File: config.mk
export PLATFORM = sky130hd
export DESIGN_NAME = tune_ref_path
export DESIGN_NICKNAME = d
export VERILOG_FILES = /design/src/rtl/tune_ref_pkg.sv /design/src/rtl/tune_ref_div.sv /design/src/rtl/tune_pfd.sv /design/src/rtl/tune_lock_det.sv /design/src/rtl/tune_ref_path.sv
export SDC_FILE = /design/constraint.sdc
export NUM_CORES = 1
export LEC_CHECK = 0
export ABC_AREA = 1
export BUFFER_PORTS_ARGS = -buffer_cell sky130_fd_sc_hd__buf_2
export CORE_MARGIN = 4
export CORE_UTILIZATION = 55
export CTS_CLUSTER_SIZE = 8
export DETAILED_ROUTE_END_ITERATION = 8
export PLACE_DENSITY_LB_ADDON = 0.3
export SKIP_LAST_GASP = 1
export SYNTH_ARGS = -nofsm -noshare
export SYNTH_HDL_FRONTEND = slang
export SYNTH_HIERARCHICAL = 1
export SYNTH_SLANG_ARGS = --single-unit
File: constraint.sdc
create_clock -name clk -period 5 [get_ports clk]
set_input_delay 0.75 -clock clk [delete_from_list [all_inputs] [get_ports clk]]
set_output_delay 0.75 -clock clk [all_outputs]
set_load 0.05 [all_outputs]
File: src/rtl/tune_ref_pkg.sv
package tune_ref_pkg;

  typedef enum logic [1:0] {
    RSEL_LONG  = 2'd0,
    RSEL_SHORT = 2'd1,
    RSEL_MID   = 2'd2
  } ratio_sel_e;

  localparam logic [2:0] MODE_PROG = 3'd4;

  function automatic ratio_sel_e decode_ratio(input logic [2:0] mode,
                                              input logic [1:0] code);
    ratio_sel_e sel;
    case (mode)
      3'd0:    sel = RSEL_LONG;
      3'd1:    sel = RSEL_SHORT;
      3'd2:    sel = RSEL_MID;
      3'd3:    sel = RSEL_SHORT;
      MODE_PROG: begin
        if (!code[0])     sel = RSEL_MID;
        else if (code[1]) sel = RSEL_SHORT;
        else              sel = RSEL_LONG;
      end
      default: sel = RSEL_SHORT;
    endcase
    return sel;
  endfunction

endpackage

File: src/rtl/tune_ref_div.sv
module tune_ref_div
  import tune_ref_pkg::*;
#(
  parameter int RATIO_LONG  = 1024,
  parameter int RATIO_SHORT = 512,
  parameter int RATIO_MID   = 640,
  parameter int CNT_W       = 10
) (
  input  logic       clk,
  input  logic       rst,
  input  logic [2:0] mode_sel,
  input  logic [1:0] ratio_code,
  output logic       ref_tick
);

  localparam logic [CNT_W-1:0] TERM_LONG  = CNT_W'(RATIO_LONG - 1);
  localparam logic [CNT_W-1:0] TERM_SHORT = CNT_W'(RATIO_SHORT - 1);
  localparam logic [CNT_W-1:0] TERM_MID   = CNT_W'(RATIO_MID - 1);

  ratio_sel_e       sel_q;
  ratio_sel_e       sel_next;
  logic [CNT_W-1:0] cnt_q;
  logic [CNT_W-1:0] term;

  assign sel_next = decode_ratio(mode_sel, ratio_code);

  always_comb begin
    case (sel_q)
      RSEL_LONG:  term = TERM_LONG;
      RSEL_MID:   term = TERM_MID;
      default:    term = TERM_SHORT;
    endcase
  end

  assign ref_tick = (cnt_q == term);

  // The ratio register is reloaded only at the terminal count.
  always_ff @(posedge clk) begin
    if (rst) begin
      cnt_q <= '0;
      sel_q <= sel_next;
    end else if (ref_tick) begin
      cnt_q <= '0;
      sel_q <= sel_next;
    end else begin
      cnt_q <= cnt_q + 1'b1;
    end
  end

endmodule

File: src/rtl/tune_pfd.sv
module tune_pfd (
  input  logic clk,
  input  logic rst,
  input  logic ref_tick,
  input  logic fb_pulse,
  input  logic pump_off,
  output logic up_q,
  output logic dn_q,
  output logic up_o,
  output logic dn_o,
  output logic cmp_done
);

  logic up_set;
  logic dn_set;
  logic up_next;
  logic dn_next;

  assign up_set   = up_q | ref_tick;
  assign dn_set   = dn_q | fb_pulse;
  assign cmp_done = up_set & dn_set;
  assign up_next  = up_set & ~cmp_done;
  assign dn_next  = dn_set & ~cmp_done;

  always_ff @(posedge clk) begin
    if (rst) begin
      up_q <= 1'b0;
      dn_q <= 1'b0;
      up_o <= 1'b0;
      dn_o <= 1'b0;
    end else begin
      up_q <= up_next;
      dn_q <= dn_next;
      up_o <= up_next & ~pump_off;
      dn_o <= dn_next & ~pump_off;
    end
  end

endmodule

File: src/rtl/tune_lock_det.sv
module tune_lock_det #(
  parameter int LOCK_TOL = 4,
  parameter int LOCK_CNT = 4
) (
  input  logic clk,
  input  logic rst,
  input  logic up_q,
  input  logic dn_q,
  input  logic cmp_done,
  output logic lock
);

  localparam int WW = $clog2(LOCK_TOL + 2);
  localparam int GW = $clog2(LOCK_CNT + 1);
  localparam logic [WW-1:0] TOL_V  = WW'(LOCK_TOL);
  localparam logic [GW-1:0] CNT_V  = GW'(LOCK_CNT);
  localparam logic [GW-1:0] LAST_V = GW'(LOCK_CNT - 1);

  logic [WW-1:0] wcnt_q;
  logic [GW-1:0] good_q;
  logic          active;
  logic          overrun;

  assign active  = up_q | dn_q;
  assign overrun = active && (wcnt_q >= TOL_V);

  always_ff @(posedge clk) begin
    if (rst) begin
      wcnt_q <= '0;
      good_q <= '0;
      lock   <= 1'b0;
    end else begin
      if (cmp_done || !active)  wcnt_q <= '0;
      else if (wcnt_q != TOL_V) wcnt_q <= wcnt_q + 1'b1;

      if (overrun) begin
        good_q <= '0;
        lock   <= 1'b0;
      end else if (cmp_done && good_q != CNT_V) begin
        good_q <= good_q + 1'b1;
        if (good_q == LAST_V) lock <= 1'b1;
      end
    end
  end

endmodule

File: src/rtl/tune_ref_path.sv
module tune_ref_path #(
  parameter int RATIO_LONG  = 1024,
  parameter int RATIO_SHORT = 512,
  parameter int RATIO_MID   = 640,
  parameter int LOCK_TOL    = 4,
  parameter int LOCK_CNT    = 4
) (
  input  logic       clk,
  input  logic       rst,
  input  logic [2:0] mode_sel,
  input  logic [1:0] ratio_code,
  input  logic       fb_pulse,
  input  logic       cp_hi,
  input  logic       cp_off,
  output logic       up,
  output logic       dn,
  output logic       pump_hi,
  output logic       pump_en,
  output logic       lock
);

  localparam int RMAX_A = (RATIO_LONG > RATIO_SHORT) ? RATIO_LONG : RATIO_SHORT;
  localparam int RMAX   = (RMAX_A > RATIO_MID) ? RMAX_A : RATIO_MID;
  localparam int CNT_W  = $clog2(RMAX);

  logic ref_tick;
  logic up_q;
  logic dn_q;
  logic cmp_done;

  tune_ref_div #(
    .RATIO_LONG (RATIO_LONG),
    .RATIO_SHORT(RATIO_SHORT),
    .RATIO_MID  (RATIO_MID),
    .CNT_W      (CNT_W)
  ) u_div (
    .clk       (clk),
    .rst       (rst),
    .mode_sel  (mode_sel),
    .ratio_code(ratio_code),
    .ref_tick  (ref_tick)
  );

  tune_pfd u_pfd (
    .clk     (clk),
    .rst     (rst),
    .ref_tick(ref_tick),
    .fb_pulse(fb_pulse),
    .pump_off(cp_off),
    .up_q    (up_q),
    .dn_q    (dn_q),
    .up_o    (up),
    .dn_o    (dn),
    .cmp_done(cmp_done)
  );

  tune_lock_det #(
    .LOCK_TOL(LOCK_TOL),
    .LOCK_CNT(LOCK_CNT)
  ) u_lock (
    .clk     (clk),
    .rst     (rst),
    .up_q    (up_q),
    .dn_q    (dn_q),
    .cmp_done(cmp_done),
    .lock    (lock)
  );

  always_ff @(posedge clk) begin
    if (rst) begin
      pump_hi <= 1'b0;
      pump_en <= 1'b0;
    end else begin
      pump_hi <= cp_hi;
      pump_en <= ~cp_off;
    end
  end

endmodule

==> results.toml, run 1 <==
[run_status]
status = "finished, final reports clean"

[route]
vias_per_cell = 4.85
remaining_drc_errors = 0
wl_per_cell_um = 10.3
first_pass_iters = 4
drt-total-wl_um = 2220
ant_nets = 0
vias = 1047
drt_iter0_markers = 25

[synth]
ys_types = 19
synth_area_leaders = "dfxtp_1 (38%), nand2_1 (12%), inv_1 (11%), nor2_1 (8.0%), ha_1 (6.1%)"
syn_inst = 172
ys.flop_type = "dfxtp_1"
synth_common_cells = "nand2_1 (40), inv_1 (36), nor2_1 (26)"
yosys_warnings = 6
synth-seq-cells = 25
synthDominantCellAreaShare_pct = 37.7
async_flop_share_pct = 0
synth_most_common_cell = "nand2_1"
synth_area_per_cell_um2 = 7.11
synth_area_um2 = 1220
synth_edf_count = 2
yosysTopAreaCell = "dfxtp_1"
synth_nets = 188
ys_seq_area_share_pct = 42.6

[timing]
tns_ps = 0
relSlewSlack_pct = 75.3
worst_pin_slew_ps = 369
hold_ws_ps = 482
fmaxAchievable_mhz = 520
fin_crit_sh_pct = 38.5
finalMaxSlewViolations = 0
report.final.setup_viol = 0
rsz0062_at_grt = "false"
min_period_ps = 1920
hold_viol_final = 0
fin_skew_ps = 4.93

[cts]
clk_path_buf_depth = 2
cts_resized = 0
cts_sinks = 25
cts_root_buffer = "clkbuf_4"
cts_buffers = 3
cts_hold_buf = 0
cts_setup_buffers = 0
clk_pin_slew_ps = 130
cts_tree = "built"
insertion_delay_ps = 310
htreeDepth = 1

[floorplanning]
fp.dieH_um = 55.1
die_w_um = 55.1
core.rowCount = 16
core_um2 = 2040
pin_count = 15
die-area_um2 = 3040
initial_utilization_pct = 59.9

[global_route]
grt_busiest_layer = "met2"
grtUsageTotal_pct = 17.6
grt_max_degree = 14
overflow = 0
use_met2_pct = 31.1
antenna_found_initial = 0
met1_usage_pct = 21.0
grt_pass1_wl_um = 3840
met3_usage_pct = 3.75
grt_pass1_vias = 986

[power_and_ir_drop]
power_density_nw_per_um2 = 245
p_leak_nw = 0.681
peakVddDrop_mv = 0.220

[worst_setup_path]
crit_path_frequent_cell = "nand2_1"
path_class = "flop to flop"
critical-path-max-stage-delay_ps = 400
critPathMaxFanout = 7
crit_required_ps = 5220
start_kind = "flop"
crit_slowest_cell = "dfxtp_1"
arrival_ps = 2150
crit_chain = "ha_1 -> nand2_1 -> inv_1 -> nand2_2 -> nor2_1 -> nand2_1 -> inv_1 -> nor2_2 -> nor2_1 -> nand2_1 -> nand2_1 -> nand2_1 -> nand2_1 -> inv_1"
cp-end-kind = "flop"

[cells_and_area]
nNetsFinal = 206
area_growth_pct = 9.72
antennaDiodeCount = 0
drive_above_1_share_pct = 14.3

[min_path]
hold_path_class = "flop to flop"

[placed_design]
gp_congestion = 0.754
hpwl_um = 1750
portBuffers = 14

[job]
max_cap_violations = 0
path summary, 6_finish.rpt:
path / slack [ps] / start / end / cells past startpoint
max reg2reg: 3080 / u_div/cnt_q[0] / u_lock/good_q[1] / 14
min reg2reg: 480 / u_div/cnt_q[0] / u_div/cnt_q[0] / 1
min: 480 / u_div/cnt_q[0] / u_div/cnt_q[0] / 1
max: 3080 / u_div/cnt_q[0] / u_lock/good_q[1] / 14
stage by stage:
step	instances	power (mW)	instance area (µm²)	worst slack (ps)	util [%]
global placement	212	0.243	1320	3230	64.4
floorplan	172	0.235	1220	3330	-
detailed placement	212	0.245	1320	3100	64.4
finish	216	0.328	1340	3080	65.7
global route	216	0.348	1340	2790	65.7
CTS	216	0.332	1340	3060	65.7
per-layer routing:
metal	part of all wire (%)	up-vias	wire, µm
met3	4.7	2	104
met2	48	23	1070
met4	0.81	0	18
met1	46	475	1030
li1	-	547	-
met5	0	-	0
area by class of cell:
| class | instances | area (µm²) |
|---|---|---|
| multi-input combinational | 110 | 556 |
| timing repair buffer | 14 | 70.1 |
| sequential | 25 | 520 |
| fill | 188 | 701 |
| inverter | 36 | 135 |
| tap | 27 | 33.8 |
| clock buffer | 4 | 26.3 |
power breakdown:
part / switching, mW / internal [mW] / leakage, nW
Sequential: 0.00411 / 0.208 / 0.206
Clock: 0.0567 / 0.0311 / 0.0150
Combinational: 0.0186 / 0.0102 / 0.460
flip-flops by register name, indices dropped and copies added, names as in the netlist:
| signal | flops |
|---|---|
| u_div/cnt_q | 10 |
| u_lock/good_q | 3 |
| u_lock/wcnt_q | 3 |
| u_div/sel_q | 2 |
| pump_en | 1 |
| pump_hi | 1 |
| u_lock/lock | 1 |
| u_pfd/dn_o | 1 |
| u_pfd/dn_q | 1 |
| u_pfd/up_o | 1 |
| u_pfd/up_q | 1 |
critical path: cells and delay by family (launching register included):
family,cells,cell delay (ps)
simple gates,10,1030
flops,1,400
buf+inv,3,210
fa+ha+maj,1,200
cells in the final DEF, fill, tap and decap left out:
cell / n
nand3_1: 12
nand2_2: 4
clkbuf_4: 3
nor3_1: 1
inv_1: 36
a21oi_1: 1
xnor2_1: 1
clkbuf_1: 1
o21ai_1: 1
or2_1: 1
xor2_1: 6
dfxtp_1: 23
o21ai_0: 3
nand2_1: 40
nor2_1: 26
buf_2: 14
nor2_2: 6
edfxtp_1: 2
nand4_1: 1
ha_1: 6
o22ai_1: 1
cells by family (layout without fill, tap and decap cells):
family	count (synthesis)	in the layout	share of synthesized area [%]
buf+inv	37	54	12.0
flops	25	25	42.6
xor+xnor	7	7	5.02
fa+ha+maj	6	6	6.14
compound gates	6	6	2.56
simple gates	91	91	31.7
Note: power is estimated with default switching activity, not from simulation.
==> run 2, diff against run 1 <==
--- a/config.mk
+++ b/config.mk
@@ -5,7 +5,7 @@
 export SDC_FILE = /design/constraint.sdc
 export NUM_CORES = 1
 export LEC_CHECK = 0
-export ABC_AREA = 1
+export ABC_AREA = 0
 export BUFFER_PORTS_ARGS = -buffer_cell sky130_fd_sc_hd__buf_2
 export CORE_MARGIN = 4
 export CORE_UTILIZATION = 55
==> constraint.sdc (replaced) <==
create_clock -name clk -period 1.79 [get_ports clk]
set_input_delay 0.2685 -clock clk [delete_from_list [all_inputs] [get_ports clk]]
set_output_delay 0.2685 -clock clk [all_outputs]
set_load 0.05 [all_outputs]
==> run 2 against run 1 <==
The run now ends with setup timing left. Utilization is 7.4 points higher. Combinational power grew to 2.7 times the previous value. Non-clock buffer count is 11 higher. Critical path depth is 6 lower. Largest power group unchanged. Routed wire length is 8.3% lower. Die area is 8.0% lower.
==> results.toml, run 2 <==
[power_and_ir_drop]
intPower_mw = 0.698
finalPower_mw = 0.927
peakVddDrop_mv = 0.661
power_density_nw_per_um2 = 696
p_seq_share_pct = 64.1
sw_frac_of_total_pct = 24.7
p_sw_mw = 0.229
p_leak_nw = 0.535
pwr-share-comb_pct = 8.3
power.share.clock_pct = 27.7

[timing]
fin_crit_sh_pct = 102
hold_viol_final = 0
fmaxAchievable_mhz = 549
rsz0062_at_grt = "true"
setup_ws_ps = -30.5
fin_skew_ps = 14.4
worst_pin_slew_ps = 324
relSlewSlack_pct = 78.4
min_period_ps = 1820
report.final.setup_viol = 2
finalMaxSlewViolations = 0

[route]
drt-total-wl_um = 2040
remaining_drc_errors = 0
wl_per_cell_um = 12.4
first_pass_iters = 4
ant_nets = 0
vias = 861
drt_iter0_markers = 12
vias_per_cell = 5.22

[synth]
synth_most_common_cell = "dfxtp_1"
yosys_warnings = 6
ys_types = 31
synth-seq-cells = 25
async_flop_share_pct = 0
syn_inst = 112
synth_mux_area_share_pct = 1.81
synth_area_leaders = "dfxtp_1 (42%), ha_1 (6.8%), xor2_1 (5.5%), edfxtp_1 (5.4%), nor2_1 (5.1%)"
synth_area_per_cell_um2 = 9.90
synthSimpleGateAreaFrac_pct = 26.3
ys_seq_area_share_pct = 47.0
synth_compound_area_share_pct = 7.90
yosysTopAreaCell = "dfxtp_1"
synthXorXnorAreaFrac_pct = 7.90
synth_area_um2 = 1110
synth_common_cells = "dfxtp_1 (23), nor2_1 (15), xor2_1 (7)"
synth_edf_count = 2
synth_nets = 128
synth_fa_ha_area_share_pct = 6.77
ys.flop_type = "dfxtp_1"
synth_top_family_by_area = "simple AND/OR/NAND/NOR gates"
synthDominantCellAreaShare_pct = 41.5

[cts]
cts_tree = "built"
insertion_delay_ps = 320
clk_pin_slew_ps = 150
cts_root_buffer = "clkbuf_4"
cts_hold_buf = 0
clk_path_buf_depth = 2
htreeDepth = 1
cts_buffers = 3
cts_sinks = 25

[min_path]
worstHoldStart = "cp_off"
whs_path_depth = 2
whs_endpoint = "u_pfd/up_o"
hold_path_class = "primary input to flop"

[cells_and_area]
largest-register = "u_div/cnt_q"
final_cell_mix = "dfxtp_1 (21), nor2_1 (14), buf_2 (14)"
antennaDiodeCount = 0
post-route-util_pct = 73.1
n_fill_cell = 150
area_growth_pct = 20.1
largestRegisters = "u_div/cnt_q (10), u_lock/good_q (3), u_lock/wcnt_q (3)"
seqCellArea_um2 = 523
nNetsFinal = 157
multi_input_comb_area_um2 = 572
final_common_cell = "dfxtp_1"
drive_above_1_share_pct = 29.3
largest_register_ffs = 10

[global_route]
grtUsageTotal_pct = 17.0
use_met2_pct = 31.6
met1_usage_pct = 18.8
grt_busiest_layer = "met2"
grt_max_degree = 20
overflow = 0
met3_usage_pct = 3.94
antenna_found_initial = 0
grt_pass1_vias = 900
grt_pass1_wl_um = 3520

[worst_setup_path]
path_buf_inv = 0
start_kind = "flop"
crit_slowest_cell = "or4_4"
crit_required_ps = 2000
worst_r2r_endpoint = "u_lock/good_q[1]"
worstReg2RegStart = "u_div/sel_q[1]"
critPathMaxFanout = 3
reg2reg_slack_ps = -30
reg2regPathDepth = 8
critical-path-max-stage-delay_ps = 490
critical-path-top-delay-family = "simple AND/OR/NAND/NOR gates"
crit_chain = "nand2_1 -> or4_4 -> a21oi_4 -> nor2_4 -> nor2_2 -> a21boi_4 -> mux2i_1 -> nor2_1"
path_class = "flop to flop"
arrival_ps = 2040
cp-end-kind = "flop"

[floorplanning]
die_w_um = 52.9
core_um2 = 1820
pin_count = 15
core.rowCount = 15
die-area_um2 = 2800
fp.dieH_um = 52.9
initial_utilization_pct = 60.9

[placed_design]
gp_congestion = 0.811
preCtsSetupSlack_ps = -22.0
portBuffers = 14
hpwl_um = 1560

[job]
max_cap_violations = 0

[run_status]
failed_checks = "setup timing"
status = "complete, but fails checks"
## run 2: cell count changes after synthesis, moves of 4 or more
cell	before	now
nor2_2	6	0
inv_1	36	6
nor3_1	1	6
nand2_1	40	6
nand2_2	4	0
nor2_1	26	15
nand3_1	12	5
## run 2: metrics by stage
| stage | hold slack [ps] | instance area, µm² | TNS [ps] | cells |
|---|---|---|---|---|
| final | 135 | 1330 | -41.3 | 165 |
| after global routing | 131 | 1330 | -727 | 165 |
| after CTS | 134 | 1310 | -28.3 | 163 |
| after detailed placement | 470 | 1280 | -22.0 | 159 |
| after global placement | 466 | 1280 | 0 | 159 |
| after floorplan | 335 | 1110 | -98.6 | 112 |
## run 2: power groups by stage
stage | Combinational [mW] | Clock (mW) | Sequential [mW]
2_1_floorplan | 0.0339 | 0 | 0.617
3_3_place_gp | 0.0734 | 0 | 0.605
3_5_place_dp | 0.0762 | 0 | 0.606
4_1_cts | 0.0766 | 0.261 | 0.594
5_1_grt | 0.0849 | 0.288 | 0.596
6_report | 0.0765 | 0.257 | 0.594
## run 2: cells by family (layout without fill, tap and decap cells)
family                     after synthesis  after routing
and+or+nand+nor                         51             51
adders and majority gates                6              6
AOI/OAI and AO/OA                       11             11
muxes                                    2              2
DFF                                     25             25
buffers and inverters                    7             35
xor gates and xnor gates                10             10
## run 2: final cells by class
cell class / instances / area share (%)
Clock buffer: 3 / 1.69
Inverter: 6 / 1.69
Multi-Input combinational cell: 80 / 43.0
Sequential cell: 25 / 39.3
Timing Repair Buffer: 25 / 11.5
Tap cell: 25 / 2.35
Clock inverter: 1 / 0.564
## run 2: what timing repair did
action	CTS	global route
pin swaps	1	3
setup buffers	0	2
setup endpoints to repair	2	7
endpoints found under the hold margin	0	0
gates resized for setup	0	3
gates cloned	0	0
## run 2: worst max path at each step
stage                         from               end  slack, ps  cells past startpoint
floorplan           u_div/cnt_q[7]  u_lock/good_q[1]        -80                      7
global placement    u_div/sel_q[1]  u_lock/good_q[1]         20                      8
detailed placement  u_div/sel_q[1]  u_lock/good_q[1]        -20                      8
CTS                 u_div/sel_q[1]  u_lock/good_q[1]        -30                      8
global route        u_div/sel_q[1]  u_lock/good_q[1]       -170                      8
finish              u_div/sel_q[1]  u_lock/good_q[1]        -30                      8
## run 2: layer usage
layer	share of wire [%]	up-vias	wire, µm
met5	0	-	0
met4	0.88	0	18
met3	3.0	4	62
met2	51	14	1050
met1	45	404	911
li1	-	439	-
==> run 3, diff against run 2 <==
--- a/config.mk
+++ b/config.mk
@@ -17,3 +17,4 @@
 export SYNTH_HDL_FRONTEND = slang
 export SYNTH_HIERARCHICAL = 1
 export SYNTH_SLANG_ARGS = --single-unit
+export TNS_END_PERCENT = 5
==> run 3 against run 2 <==
The flow still finishes with violations (setup timing). Flip-flop and latch count stayed put. Clock skew decreased by 5.7 ps. Worst hold slack about the same. Maximum frequency down 0.36%. Total power is 0.69% lower. Sequential power about the same. Routed wire length decreased by 9.9%. Global-route usage fell by 0.72 points. Non-clock buffer count is 2 lower. Final cell count fell by 1.2%. Register-to-register slack is essentially flat. Via count down 6.7%. Critical path type unchanged. Critical endpoint unchanged. Largest power group unchanged. Highest routed layer unchanged.
==> results.toml, run 3 (same netlist as run 2, synthesis figures left out) <==
[run_status]
status = "complete, but fails checks"
failed_checks = "setup timing"

[floorplanning]
die-area_um2 = 2800
initial_utilization_pct = 60.9
core_um2 = 1820
core.rowCount = 15
fp.dieH_um = 52.9
die_w_um = 52.9
pin_count = 15

[cts]
cts_setup_buffers = 0
insertion_delay_ps = 320
cts_hold_buf = 0
cts_root_buffer = "clkbuf_4"
clk_path_buf_depth = 2
cts_buffers = 3
clk_pin_slew_ps = 130
htreeDepth = 1
cts_tree = "built"
cts_sinks = 25
cts_resized = 0

[power_and_ir_drop]
p_leak_nw = 0.526
peakVddDrop_mv = 0.529
power_density_nw_per_um2 = 703
p_seq_share_pct = 64.5
finalPower_mw = 0.920
p_sw_mw = 0.222
pwr-share-comb_pct = 8.2
intPower_mw = 0.698
power.share.clock_pct = 27.3
sw_frac_of_total_pct = 24.2

[worst_setup_path]
start_kind = "flop"
crit_required_ps = 2020
reg2regPathDepth = 8
setup.worst_path.start = "u_div/sel_q[1]"
reg2reg_slack_ps = -40
path_class = "flop to flop"
cp-end-kind = "flop"
critPathMaxFanout = 3
arrival_ps = 2050
worstReg2RegStart = "u_div/sel_q[1]"
worst_r2r_endpoint = "u_lock/good_q[1]"

[cells_and_area]
drive_above_1_share_pct = 26.8
antennaDiodeCount = 0
design_area_um2 = 1310
area_growth_pct = 18.1
n_fill_cell = 145
final_common_cell = "dfxtp_1"
largest-register = "u_div/cnt_q"
final_cells = 163
nNetsFinal = 155
multi_input_comb_area_um2 = 564
largestRegisters = "u_div/cnt_q (10), u_lock/good_q (3), u_lock/wcnt_q (3)"
final_cell_mix = "dfxtp_1 (21), nor2_1 (14), buf_2 (14)"
largest_register_ffs = 10
seqCellArea_um2 = 523
post-route-util_pct = 71.9

[timing]
hold_viol_final = 0
setup_ws_ps = -37.1
fin_crit_sh_pct = 102
worst_pin_slew_ps = 336
fin_skew_ps = 8.68
finalMaxSlewViolations = 0
rsz0062_at_grt = "true"
report.final.setup_viol = 1
min_period_ps = 1830
relSlewSlack_pct = 77.6
fmaxAchievable_mhz = 547
tns_ps = -37.1
hold_ws_ps = 135

[route]
vias_per_cell = 4.93
drt-total-wl_um = 1840
remaining_drc_errors = 0
drt_iter0_markers = 10
wl_per_cell_um = 11.3
ant_nets = 0
first_pass_iters = 4
vias = 803

[min_path]
worstHoldStart = "cp_off"
whs_path_depth = 2
whs_endpoint = "u_pfd/up_o"
hold_path_class = "primary input to flop"

[global_route]
grtUsageTotal_pct = 16.3
grt_max_degree = 20
overflow = 0
grt_pass1_vias = 825
antenna_found_initial = 0
grt_pass1_wl_um = 3290

[placed_design]
hpwl_um = 1450
postPlaceCellArea_um2 = 1280
preCtsSetupSlack_ps = -47.7
gp_congestion = 0.813
portBuffers = 14
placedCellCount = 159

[job]
max_cap_violations = 0
[run 3: worst max-delay path, stage by stage, from the launching register on]
cell      delay [ps]
edfxtp_1         370
nand2_1           60
or4_4            490
a21oi_4          170
nor2_4            50
nor2_2            90
a21boi_4         220
mux2i_1          220
nor2_1            50
[run 3: what timing repair did]
item,4_1_cts,5_1_grt
pin swaps,1,0
endpoints found under the setup margin,2,7
gates cloned,0,0
[run 3: routing by layer]
| metal | global-route usage [%] | vias up | part of all wire, % |
|---|---|---|---|
| li1 | - | 434 | - |
| met3 | 3.38 | 3 | 1.9 |
| met5 | 0 | - | 0 |
| met4 | 8.94 | 0 | 2.1 |
| met2 | 26.7 | 11 | 47 |
| met1 | 19.8 | 355 | 49 |
[run 3: layout make-up]
| cell class | count | share of cell area [%] |
|---|---|---|
| multi-input combinational | 80 | 43.1 |
| clock inverter | 1 | 0.574 |
| inverter | 6 | 1.72 |
| tap | 25 | 2.39 |
| clock buffer | 3 | 1.72 |
| timing repair buffer | 23 | 10.5 |
| sequential | 25 | 40.0 |
[run 3: power by group through the flow]
stage / sequential (mW) / clock, mW / combinational, mW
floorplan: 0.617 / 0 / 0.0339
global placement: 0.605 / 0 / 0.0733
detailed placement: 0.606 / 0 / 0.0751
CTS: 0.594 / 0.265 / 0.0756
global route: 0.596 / 0.297 / 0.0841
finish: 0.594 / 0.251 / 0.0750
[run 3: how the worst max path moves through the flow]
stage / cells past startpoint / endpoint / slack, ps
2_1_floorplan: 7 / u_lock/good_q[1] / -80
3_3_place_gp: 8 / u_lock/good_q[1] / 30
3_5_place_dp: 8 / u_lock/good_q[1] / -50
4_1_cts: 8 / u_lock/good_q[1] / -50
5_1_grt: 8 / u_lock/good_q[1] / -140
6_report: 8 / u_lock/good_q[1] / -40
